### src/rtl/spim_pkg.sv
package spim_pkg;

    localparam int DATA_W  = 16;
    localparam int SCALE_W = 4;
    localparam int IDX_W   = $clog2(DATA_W);
    localparam int CNT_W   = 3 + (1 << SCALE_W) - 1 + 1;
    localparam int EDGE_W  = $clog2(2 * DATA_W + 1);

    typedef enum logic [2:0] {
        ST_IDLE,
        ST_LEAD,
        ST_SHIFT,
        ST_TRAIL,
        ST_FIN
    } spim_state_e;

    typedef struct packed {
        logic [CNT_W-1:0] lead;
        logic [CNT_W-1:0] trail;
        logic [CNT_W-1:0] half;
        logic [IDX_W:0]   nbits;
        logic             cpol;
        logic             cpha;
        logic             lsb_first;
    } spim_cfg_t;

    // odd factor (2p+1) shifted left by the scaler code plus an extra shift
    function automatic logic [CNT_W-1:0] odd_times_pow2(
        input logic [1:0]         psc,
        input logic [SCALE_W-1:0] sc,
        input int                 extra
    );
        logic [CNT_W-1:0] base;
        base = CNT_W'({psc, 1'b1});
        return base << (int'(sc) + extra);
    endfunction

endpackage

### src/rtl/spim_cfg_decode.sv
module spim_cfg_decode
    import spim_pkg::*;
(
    input  logic [31:0] ctrl_word,
    output spim_cfg_t   cfg
);

    logic [3:0] fsz_field;
    logic [3:0] fsz_eff;
    logic       unused_ctrl_bits;

    assign fsz_field        = ctrl_word[30:27];
    assign unused_ctrl_bits = ^{ctrl_word[31], ctrl_word[19:18], ctrl_word[7:4]};

    always_comb begin
        fsz_eff       = (fsz_field < 4'd3) ? 4'd3 : fsz_field;
        cfg.nbits     = {1'b0, fsz_eff} + (IDX_W+1)'(1);
        cfg.cpol      = ctrl_word[26];
        cfg.cpha      = ctrl_word[25];
        cfg.lsb_first = ctrl_word[24];
        cfg.lead      = odd_times_pow2(ctrl_word[23:22], ctrl_word[15:12], 1);
        cfg.trail     = odd_times_pow2(ctrl_word[21:20], ctrl_word[11:8], 1);
        cfg.half      = odd_times_pow2(ctrl_word[17:16], ctrl_word[3:0], 0);
    end

endmodule

### src/rtl/spim_pacer.sv
module spim_pacer #(
    parameter int CNT_W = spim_pkg::CNT_W
) (
    input  logic             clk,
    input  logic             rst_n,
    input  logic             load,
    input  logic [CNT_W-1:0] load_val,
    output logic             expired
);

    logic [CNT_W-1:0] cnt_d, cnt_q;

    always_comb begin
        if (load) begin
            cnt_d = load_val;
        end else if (cnt_q != '0) begin
            cnt_d = cnt_q - CNT_W'(1);
        end else begin
            cnt_d = cnt_q;
        end
    end

    always_ff @(posedge clk or negedge rst_n) begin
        if (!rst_n) begin
            cnt_q <= '0;
        end else begin
            cnt_q <= cnt_d;
        end
    end

    assign expired = (cnt_q == '0);

    // an interval never skips: a nonzero count only drops by one per cycle
    p_count_step_r5: assert property (@(posedge clk) disable iff (!rst_n)
        (!$past(load) && $past(cnt_q) != '0) |-> (cnt_q == $past(cnt_q) - CNT_W'(1)));

endmodule

### src/rtl/spim_shifter.sv
module spim_shifter #(
    parameter int DATA_W = spim_pkg::DATA_W,
    parameter int IDX_W  = spim_pkg::IDX_W
) (
    input  logic              clk,
    input  logic              rst_n,
    input  logic              load,
    input  logic [DATA_W-1:0] tx_in,
    input  logic [IDX_W:0]    nbits,
    input  logic              lsb_first,
    input  logic              sample_en,
    input  logic              advance_en,
    input  logic              miso,
    output logic              mosi_bit,
    output logic [DATA_W-1:0] rx_out
);

    localparam logic [IDX_W:0] ONE = (IDX_W+1)'(1);

    typedef struct packed {
        logic [DATA_W-1:0] tx;
        logic [DATA_W-1:0] rx;
        logic [IDX_W-1:0]  idx;
    } shift_regs_t;

    shift_regs_t d, q;
    logic [IDX_W:0] pos_w;

    always_comb begin
        pos_w = lsb_first ? {1'b0, q.idx} : (nbits - {1'b0, q.idx} - ONE);
    end

    always_comb begin
        d = q;
        if (load) begin
            d.tx  = tx_in;
            d.rx  = '0;
            d.idx = '0;
        end else begin
            if (sample_en) begin
                d.rx[pos_w[IDX_W-1:0]] = miso;
            end
            if (advance_en && (q.idx != IDX_W'(DATA_W - 1))) begin
                d.idx = q.idx + IDX_W'(1);
            end
        end
    end

    always_ff @(posedge clk or negedge rst_n) begin
        if (!rst_n) begin
            q <= '0;
        end else begin
            q <= d;
        end
    end

    assign mosi_bit = q.tx[pos_w[IDX_W-1:0]];
    assign rx_out   = q.rx;

    // the bit pointer never walks past the last bit of the frame
    p_idx_in_frame_r6: assert property (@(posedge clk) disable iff (!rst_n)
        advance_en |-> (({1'b0, q.idx} + ONE) < nbits));

    // capture and launch never fall on the same edge
    p_edge_split_r7: assert property (@(posedge clk) disable iff (!rst_n)
        !(sample_en && advance_en));

endmodule

### src/rtl/spim_guarded_master.sv
module spim_guarded_master
    import spim_pkg::*;
#(
    parameter int DW = spim_pkg::DATA_W
) (
    input  logic          clk,
    input  logic          rst_n,
    input  logic          start,
    input  logic [31:0]   ctrl_word,
    input  logic [DW-1:0] tx_word,
    input  logic          miso,
    output logic          busy,
    output logic          done,
    output logic [DW-1:0] rx_word,
    output logic          sck,
    output logic          mosi,
    output logic          cs_n
);

    typedef struct packed {
        spim_state_e       state;
        spim_cfg_t         cfg;
        logic [EDGE_W-1:0] edges;
        logic              sck;
        logic              cs_n;
        logic              done;
    } master_regs_t;

    master_regs_t d, q;

    spim_cfg_t         cfg_live;
    logic              pace_expired;
    logic              pace_load;
    logic [CNT_W-1:0]  pace_val;
    logic              sh_load;
    logic              sh_sample;
    logic              sh_advance;
    logic              sh_mosi;
    logic              toggle_now;
    logic              leading;
    logic [EDGE_W-1:0] edge_now;
    logic [EDGE_W-1:0] edge_total;

    spim_cfg_decode u_decode (
        .ctrl_word (ctrl_word),
        .cfg       (cfg_live)
    );

    spim_pacer #(.CNT_W(CNT_W)) u_pacer (
        .clk      (clk),
        .rst_n    (rst_n),
        .load     (pace_load),
        .load_val (pace_val),
        .expired  (pace_expired)
    );

    spim_shifter #(.DATA_W(DW), .IDX_W(IDX_W)) u_shifter (
        .clk        (clk),
        .rst_n      (rst_n),
        .load       (sh_load),
        .tx_in      (tx_word),
        .nbits      (q.cfg.nbits),
        .lsb_first  (q.cfg.lsb_first),
        .sample_en  (sh_sample),
        .advance_en (sh_advance),
        .miso       (miso),
        .mosi_bit   (sh_mosi),
        .rx_out     (rx_word)
    );

    // edge bookkeeping: which serial clock edge (1..2N) fires this cycle
    always_comb begin
        edge_total = EDGE_W'({q.cfg.nbits, 1'b0});
        edge_now   = (q.state == ST_LEAD) ? EDGE_W'(1) : (q.edges + EDGE_W'(1));
        toggle_now = pace_expired && ((q.state == ST_LEAD) || (q.state == ST_SHIFT));
        leading    = edge_now[0];
        sh_sample  = toggle_now && (q.cfg.cpha ? !leading : leading);
        sh_advance = toggle_now && (q.cfg.cpha ? (leading && (edge_now != EDGE_W'(1)))
                                               : (!leading && (edge_now != edge_total)));
    end

    always_comb begin
        d         = q;
        d.done    = 1'b0;
        pace_load = 1'b0;
        pace_val  = '0;
        sh_load   = 1'b0;
        case (q.state)
            ST_IDLE: begin
                d.sck = cfg_live.cpol;
                if (start) begin
                    d.cfg     = cfg_live;
                    d.cs_n    = 1'b0;
                    d.edges   = '0;
                    d.state   = ST_LEAD;
                    pace_load = 1'b1;
                    pace_val  = cfg_live.lead - CNT_W'(1);
                    sh_load   = 1'b1;
                end
            end
            ST_LEAD: begin
                if (toggle_now) begin
                    d.sck     = ~q.sck;
                    d.edges   = edge_now;
                    d.state   = ST_SHIFT;
                    pace_load = 1'b1;
                    pace_val  = q.cfg.half - CNT_W'(1);
                end
            end
            ST_SHIFT: begin
                if (toggle_now) begin
                    d.sck     = ~q.sck;
                    d.edges   = edge_now;
                    pace_load = 1'b1;
                    if (edge_now == edge_total) begin
                        d.state  = ST_TRAIL;
                        pace_val = q.cfg.trail - CNT_W'(1);
                    end else begin
                        pace_val = q.cfg.half - CNT_W'(1);
                    end
                end
            end
            ST_TRAIL: begin
                if (pace_expired) begin
                    d.cs_n  = 1'b1;
                    d.state = ST_FIN;
                end
            end
            ST_FIN: begin
                d.state = ST_IDLE;
                d.done  = 1'b1;
            end
            default: begin
                d.state = ST_IDLE;
                d.cs_n  = 1'b1;
            end
        endcase
    end

    always_ff @(posedge clk or negedge rst_n) begin
        if (!rst_n) begin
            q <= '{state: ST_IDLE, cfg: '0, edges: '0, sck: 1'b0, cs_n: 1'b1, done: 1'b0};
        end else begin
            q <= d;
        end
    end

    assign busy = (q.state != ST_IDLE);
    assign done = q.done;
    assign sck  = q.sck;
    assign cs_n = q.cs_n;
    assign mosi = q.cs_n ? 1'b0 : sh_mosi;

    p_select_idle_r8: assert property (@(posedge clk) disable iff (!rst_n)
        !busy |-> cs_n);

    p_done_after_release_r8: assert property (@(posedge clk) disable iff (!rst_n)
        $rose(cs_n) |=> done);

    p_done_single_r8: assert property (@(posedge clk) disable iff (!rst_n)
        done |=> !done);

    p_clock_home_r5: assert property (@(posedge clk) disable iff (!rst_n)
        $rose(cs_n) |-> (sck == q.cfg.cpol));

    p_no_clock_deselected_r5: assert property (@(posedge clk) disable iff (!rst_n)
        (busy && !$stable(sck)) |-> !cs_n);

    p_start_ignored_r9: assert property (@(posedge clk) disable iff (!rst_n)
        (busy && start) |=> $stable(q.cfg));

endmodule

### config.mk
export PLATFORM = sky130hd
export DESIGN_NAME = spim_guarded_master
export DESIGN_NICKNAME = d
export VERILOG_FILES = /design/src/rtl/spim_pkg.sv /design/src/rtl/spim_cfg_decode.sv /design/src/rtl/spim_pacer.sv /design/src/rtl/spim_shifter.sv /design/src/rtl/spim_guarded_master.sv
export SDC_FILE = /design/constraint.sdc
export NUM_CORES = 1
export LEC_CHECK = 0
export BUFFER_PORTS_ARGS = -buffer_cell sky130_fd_sc_hd__buf_2
export CAP_MARGIN = 10
export CORE_ASPECT_RATIO = 0.75
export CORE_MARGIN = 1.5
export CORE_UTILIZATION = 25
export DETAILED_ROUTE_END_ITERATION = 7
export GPL_TIMING_DRIVEN = 0
export MAX_ROUTING_LAYER = met4
export PLACE_DENSITY_LB_ADDON = 0.08
export SETUP_SLACK_MARGIN = 0.2
export SLEW_MARGIN = 20
export SYNTH_ARGS = -nofsm -noshare
export SYNTH_HDL_FRONTEND = slang
export SYNTH_SLANG_ARGS = --single-unit
### constraint.sdc
create_clock -name clk -period 7.06 [get_ports clk]
set_input_delay 0.706 -clock clk [delete_from_list [all_inputs] [get_ports clk]]
set_output_delay 0.706 -clock clk [all_outputs]
set_load 0.1 [all_outputs]
Yosys cells after proc, flatten, opt, wreduce, memory -nomap -nowiden:

Index checks and enable logic that the tools add are counted.
Widths: inputs -> output; s select.

* bits in registers: 132
* bits of input ports: 52
* output and inout port bits: 21
* logic and storage cells: 110

* $add $sub $neg: 11
* order comparisons: 3
* eq/ne operators: 14
* shift operators: 3
* multiplexer cells: 37
* bitwise operators: 2
* reduce and logical (&&, ||, !) cells: 24

Operators by type and width (number)
* $mux 19: 6
* $sub 19x1->19 const B: 4
* $mux 74: 1
* $shl 3x32->19: 2
* $pmux 19 s3: 1
* $mux 20: 1
* $logic_not 19->1: 1
* $reduce_bool 19->1: 1
* $shl 3x4->19: 1
* $bwmux 16: 1
* $mux 16: 1
* $add 4x1->5 const B: 3
* $pmux 7 s2: 1
* $mux 3: 4
* $mux 4: 3
* $pmux 3 s4: 1
* $mux 1: 11
* $ne 2x2->1 const B: 4
* $reduce_bool 2->1: 4
* $logic_and 1x1->1: 7
* $mux 7: 1
* $add 6x1->6 const B: 1
* $eq 3x2->1 const B: 2
* $eq 6x6->1: 1
* other kinds (27): 31

Depth between registers and ports, before layout:

* depth in word-level cells: 10
* depth in mapped cells: 14
* gate-level depth less buffers: 12

Modules after synthesis:

A second synthesis with hierarchy kept.

* cells, all modules: 1016
* area, all modules: 8455.6 µm²

Modules (own cells, without submodules)
* spim_guarded_master: instances 1, cells each 523, area each 4082.7 µm²
* spim_shifter: instances 1, cells each 192, area each 2145.8 µm²
* spim_pacer: instances 1, cells each 127, area each 1117.3 µm²
* spim_cfg_decode: instances 1, cells each 174, area each 1109.8 µm²

Worst setup path after synthesis:

OpenSTA, ideal clock, no wires.

* path type: flip-flop to output port
* start point: reg u_shifter.q[0] in the netlist's numbering
* end point: out mosi
* arrival: 4.248 ns
* required time: 6.354 ns
* path slack: 2.106 ns
* cell stages (with the launch flop): 9
* path buffers: 0
* path through: dfrtp_1 inv_1 ha_1 fa_1 mux2_2 mux4_2 nand2_1 and3_1 a211oi_1

* cells in the longest elaborated chain, start to end: 6

RTL lines
* from (decl): RTL line spim_shifter.sv:26 `shift_regs_t d, q;`
* from (signal assigned): RTL line spim_shifter.sv:51 `q <= '0;`
* from (signal assigned): RTL line spim_shifter.sv:53 `q <= d;`
* $sub 4x4->4: RTL line spim_shifter.sv:30 `pos_w = lsb_first ? {1'b0, q.idx} : (nbits - {1'b0, q.idx} - ONE);`
* $sub 4x1->4: RTL line spim_shifter.sv:30
* $mux 4 (*): RTL line spim_shifter.sv:30
* $bmux 1 s4 (*): RTL line spim_shifter.sv:57 `assign mosi_bit = q.tx[pos_w[IDX_W-1:0]];`
* $mux 1 (implied by the code) (*): RTL line spim_shifter.sv:57
* $mux 1 (*): RTL line spim_guarded_master.sv:152 `assign mosi = q.cs_n ? 1'b0 : sh_mosi;`
* to (decl): RTL line spim_guarded_master.sv:16 `output logic mosi,`

Every way passes the cells marked *; elsewhere a longest branch is shown, timed or not. The select of a mux whose other input is x is not followed.

Worst setup path in the final report:

* start point: reg q (netlist bit edge_total[1])
* end point: out mosi

* cells in the longest elaborated chain, start to end: 6

RTL lines
* from (decl): RTL line spim_guarded_master.sv:29 `master_regs_t d, q;`
* from (signal assigned): RTL line spim_guarded_master.sv:142 `q <= '{state: ST_IDLE, cfg: '0, edges: '0, sck: 1'b0, cs_n: 1'b1, done: 1'b0};`
* $sub 4x4->4: RTL line spim_shifter.sv:30
* $sub 4x1->4: RTL line spim_shifter.sv:30
* $mux 4: RTL line spim_shifter.sv:30
* $bmux 1 s4: RTL line spim_shifter.sv:57
* $mux 1 (implied by the code): RTL line spim_shifter.sv:57
* $mux 1: RTL line spim_guarded_master.sv:152

Every way passes these cells. The select of a mux whose other input is x is not followed.

==> qor.csv <==
metric,value,unit
place.gp.congestion,0.840,
hold_viol_final,0,
ys_ff_latch,111,
max_clock_freq,0.247,GHz
cp_max_fo,5,
htreeDepth,3,
status,"finished, final reports clean",
ys.flop_type,dfrtp_1,
core_area,30300,um2
final_common_cell,nand2_1,
cts_tree,done,
cts_root_buffer,clkbuf_16,
tightest_slew,0.953,ns
vias_per_cell,4.96,
crit_type,flip-flop to primary output,
ctsResizeCount,0,
finClkSkew,0.0104,ns
postCtsSetupRepairBufs,0,
synth-edff-count,0,
p_per_area,229,nW/um2
die_x,206,um
post-route-min-period,4.04,ns
fin_area,8830,um2
endpoint_kind,primary output,
die_h,155,um
cp.arrival,3.34,ns
antenna_cells,0,
ios,73,
drv_slew,0,
grt_pass1_wl,41200,um
syn_to_final_growth,14.5,%
ff2ff_path_depth,7,
hold_buffers,0,
timing.rr.end,u_pacer.cnt_q[13],
antenna_found_initial,0,
antenna_left,0,
vias,7007,
drt_iter0_drc,393,
cap_violations,0,
final_cell_mix,"nand2_1, dfrtp_1, nor2_1",
syn_nets,1005,
numCtsBuffers,9,
drc_errors,0,
routed_wl,26100,um
hp-class,input pin to asynchronous set/reset pin,
grt_max_degree,66,
wl_per_cell,18.5,um
peakVddDrop,0.000119,V
rrSetupSlack,3.94,ns
clockBufferDepth,2,
setup_viol,0,
dieArea,31900,um2
clock_latency,0.37,ns
nFillCells,3330,
placedInstanceArea,8540,um2
syn_inst,938,
max_slew_margin,34.6,%
leakage,3.81,nW
clk_pin_slew,0.08,ns
nNetsFinal,1075,
crit_path_start_kind,flip-flop,
initial_core_util,25.5,%
io_buffers,58,
grt_use_total,17.5,%
synth-async-reset-ratio,100,%
dr.pass1.iters,5,
syn_avg_cell_area,8.22,um2
first_global_vias,6720,
syn_area,7710,um2
ys_seq_area_share,36.0,%
tns,0,ns
grt_overflow_total,0,
ys_warn_count,0,
drive_gt1_share,13.8,%
reg2reg_from,q[76],
rsz0062_at_grt,no,
post-route-period-util,57.3,%
dp_hpwl,20400,um
rows,55,
clkSinkCount,111,
cp.required,6.35,ns
yosysUniqueCellTypes,84,
cell families (layout without fill, tap and decap cells):
kind of cell	Yosys count	count (layout)	synth area share (%)
AND/OR/NAND/NOR	424	424	25.9
AO/OA/AOI/OAI	225	225	19.3
flip-flops	111	111	36.0
buffers and inverters	78	153	4.92
XOR/XNOR	72	72	8.89
adder cells (fa/ha/maj)	15	15	2.53
multiplexers	13	13	2.38
worst max-delay path: stages (launching register included):
cell      delay, ns
dfrtp_1        0.45
ha_1           0.26
fa_1           0.38
xnor2_1        0.15
o21ai_0        0.69
nand2_1        0.09
and3_1         0.21
a211oi_1       0.25
buf_2          0.48
final cells by class:
class	instances	area [um2]	share of cell area, %
multi-input combinational	749	4560	51.7
buffer	64	327	3.70
timing repair buffer	59	328	3.71
clock inverter	5	40.0	0.454
sequential	111	2780	31.5
inverter	14	52.6	0.595
tap	399	499	5.66
clock buffer	11	243	2.75
Yosys cell counts (all sizes together) (5+ instances only):
| master | count | share of area, % |
|---|---|---|
| a211oi | 6 | 0.71 |
| a21o | 8 | 0.78 |
| a21oi | 51 | 3.4 |
| a22o | 14 | 1.6 |
| a22oi | 5 | 0.49 |
| a31oi | 15 | 1.5 |
| and3 | 10 | 0.97 |
| buf | 30 | 2.6 |
| clkbuf | 34 | 1.7 |
| dfrtp | 110 | 36 |
| ha | 14 | 2.3 |
| inv | 13 | 0.63 |
| mux2i | 6 | 0.78 |
| nand2 | 173 | 8.5 |
| nand2b | 10 | 0.81 |
| nand3 | 53 | 3.4 |
| nor2 | 82 | 4.0 |
| nor2b | 6 | 0.49 |
| nor3 | 36 | 2.3 |
| nor4 | 18 | 1.9 |
| o21ai | 72 | 4.7 |
| o31ai | 5 | 0.49 |
| or3 | 12 | 0.97 |
| xnor2 | 33 | 4.0 |
| xor2 | 37 | 4.3 |
metrics by stage:
| step | utilization [%] | power, mW | hold WS, ns | std cells | worst slack, ns |
|---|---|---|---|---|---|
| finish | 29.2 | 2.02 | 0.237 | 1412 | 3.02 |
| floorplan | - | 1.31 | 0.410 | 938 | 2.11 |
| global route | 29.2 | 2.15 | 0.260 | 1412 | 2.81 |
| global placement | 28.1 | 1.52 | 0.457 | 1395 | 3.15 |
| CTS | 29.2 | 2.05 | 0.250 | 1412 | 3.03 |
| detailed placement | 28.2 | 1.52 | 0.460 | 1396 | 3.22 |
layer usage:
layer	up-vias	share of wire (%)	GRT usage [%]
met1	3381	57	28.6
met5	-	0	-
li1	3476	-	-
met4	0	0.83	3.14
met3	14	3.8	2.35
met2	136	38	22.2
flip-flops by register name, summed over array words and instances (netlist names):
register,count
q,48
edge_total,5
u_shifter.rx_out,16
u_shifter.q,20
u_pacer.cnt_q,19
done,1
cs_n,1
sck,1
worst max-delay path by stage:
stage                    from                end  slack (ns)  cells after the start
4_1_cts         edge_total[1]               mosi        3.03                      8
3_3_place_gp    ctrl_word[12]  u_pacer.cnt_q[12]        3.15                     14
6_report        edge_total[1]               mosi        3.02                      8
3_5_place_dp    ctrl_word[12]  u_pacer.cnt_q[12]        3.22                     14
5_1_grt        u_shifter.q[0]               mosi        2.81                      9
2_1_floorplan  u_shifter.q[0]               mosi        2.11                      8
report_power, final:
group	internal [mW]	switching (mW)
Clock	0.254	0.259
Sequential	0.714	0.0981
Combinational	0.258	0.441
Total	1.23	0.798
Note: power is estimated with default switching activity, not from simulation.
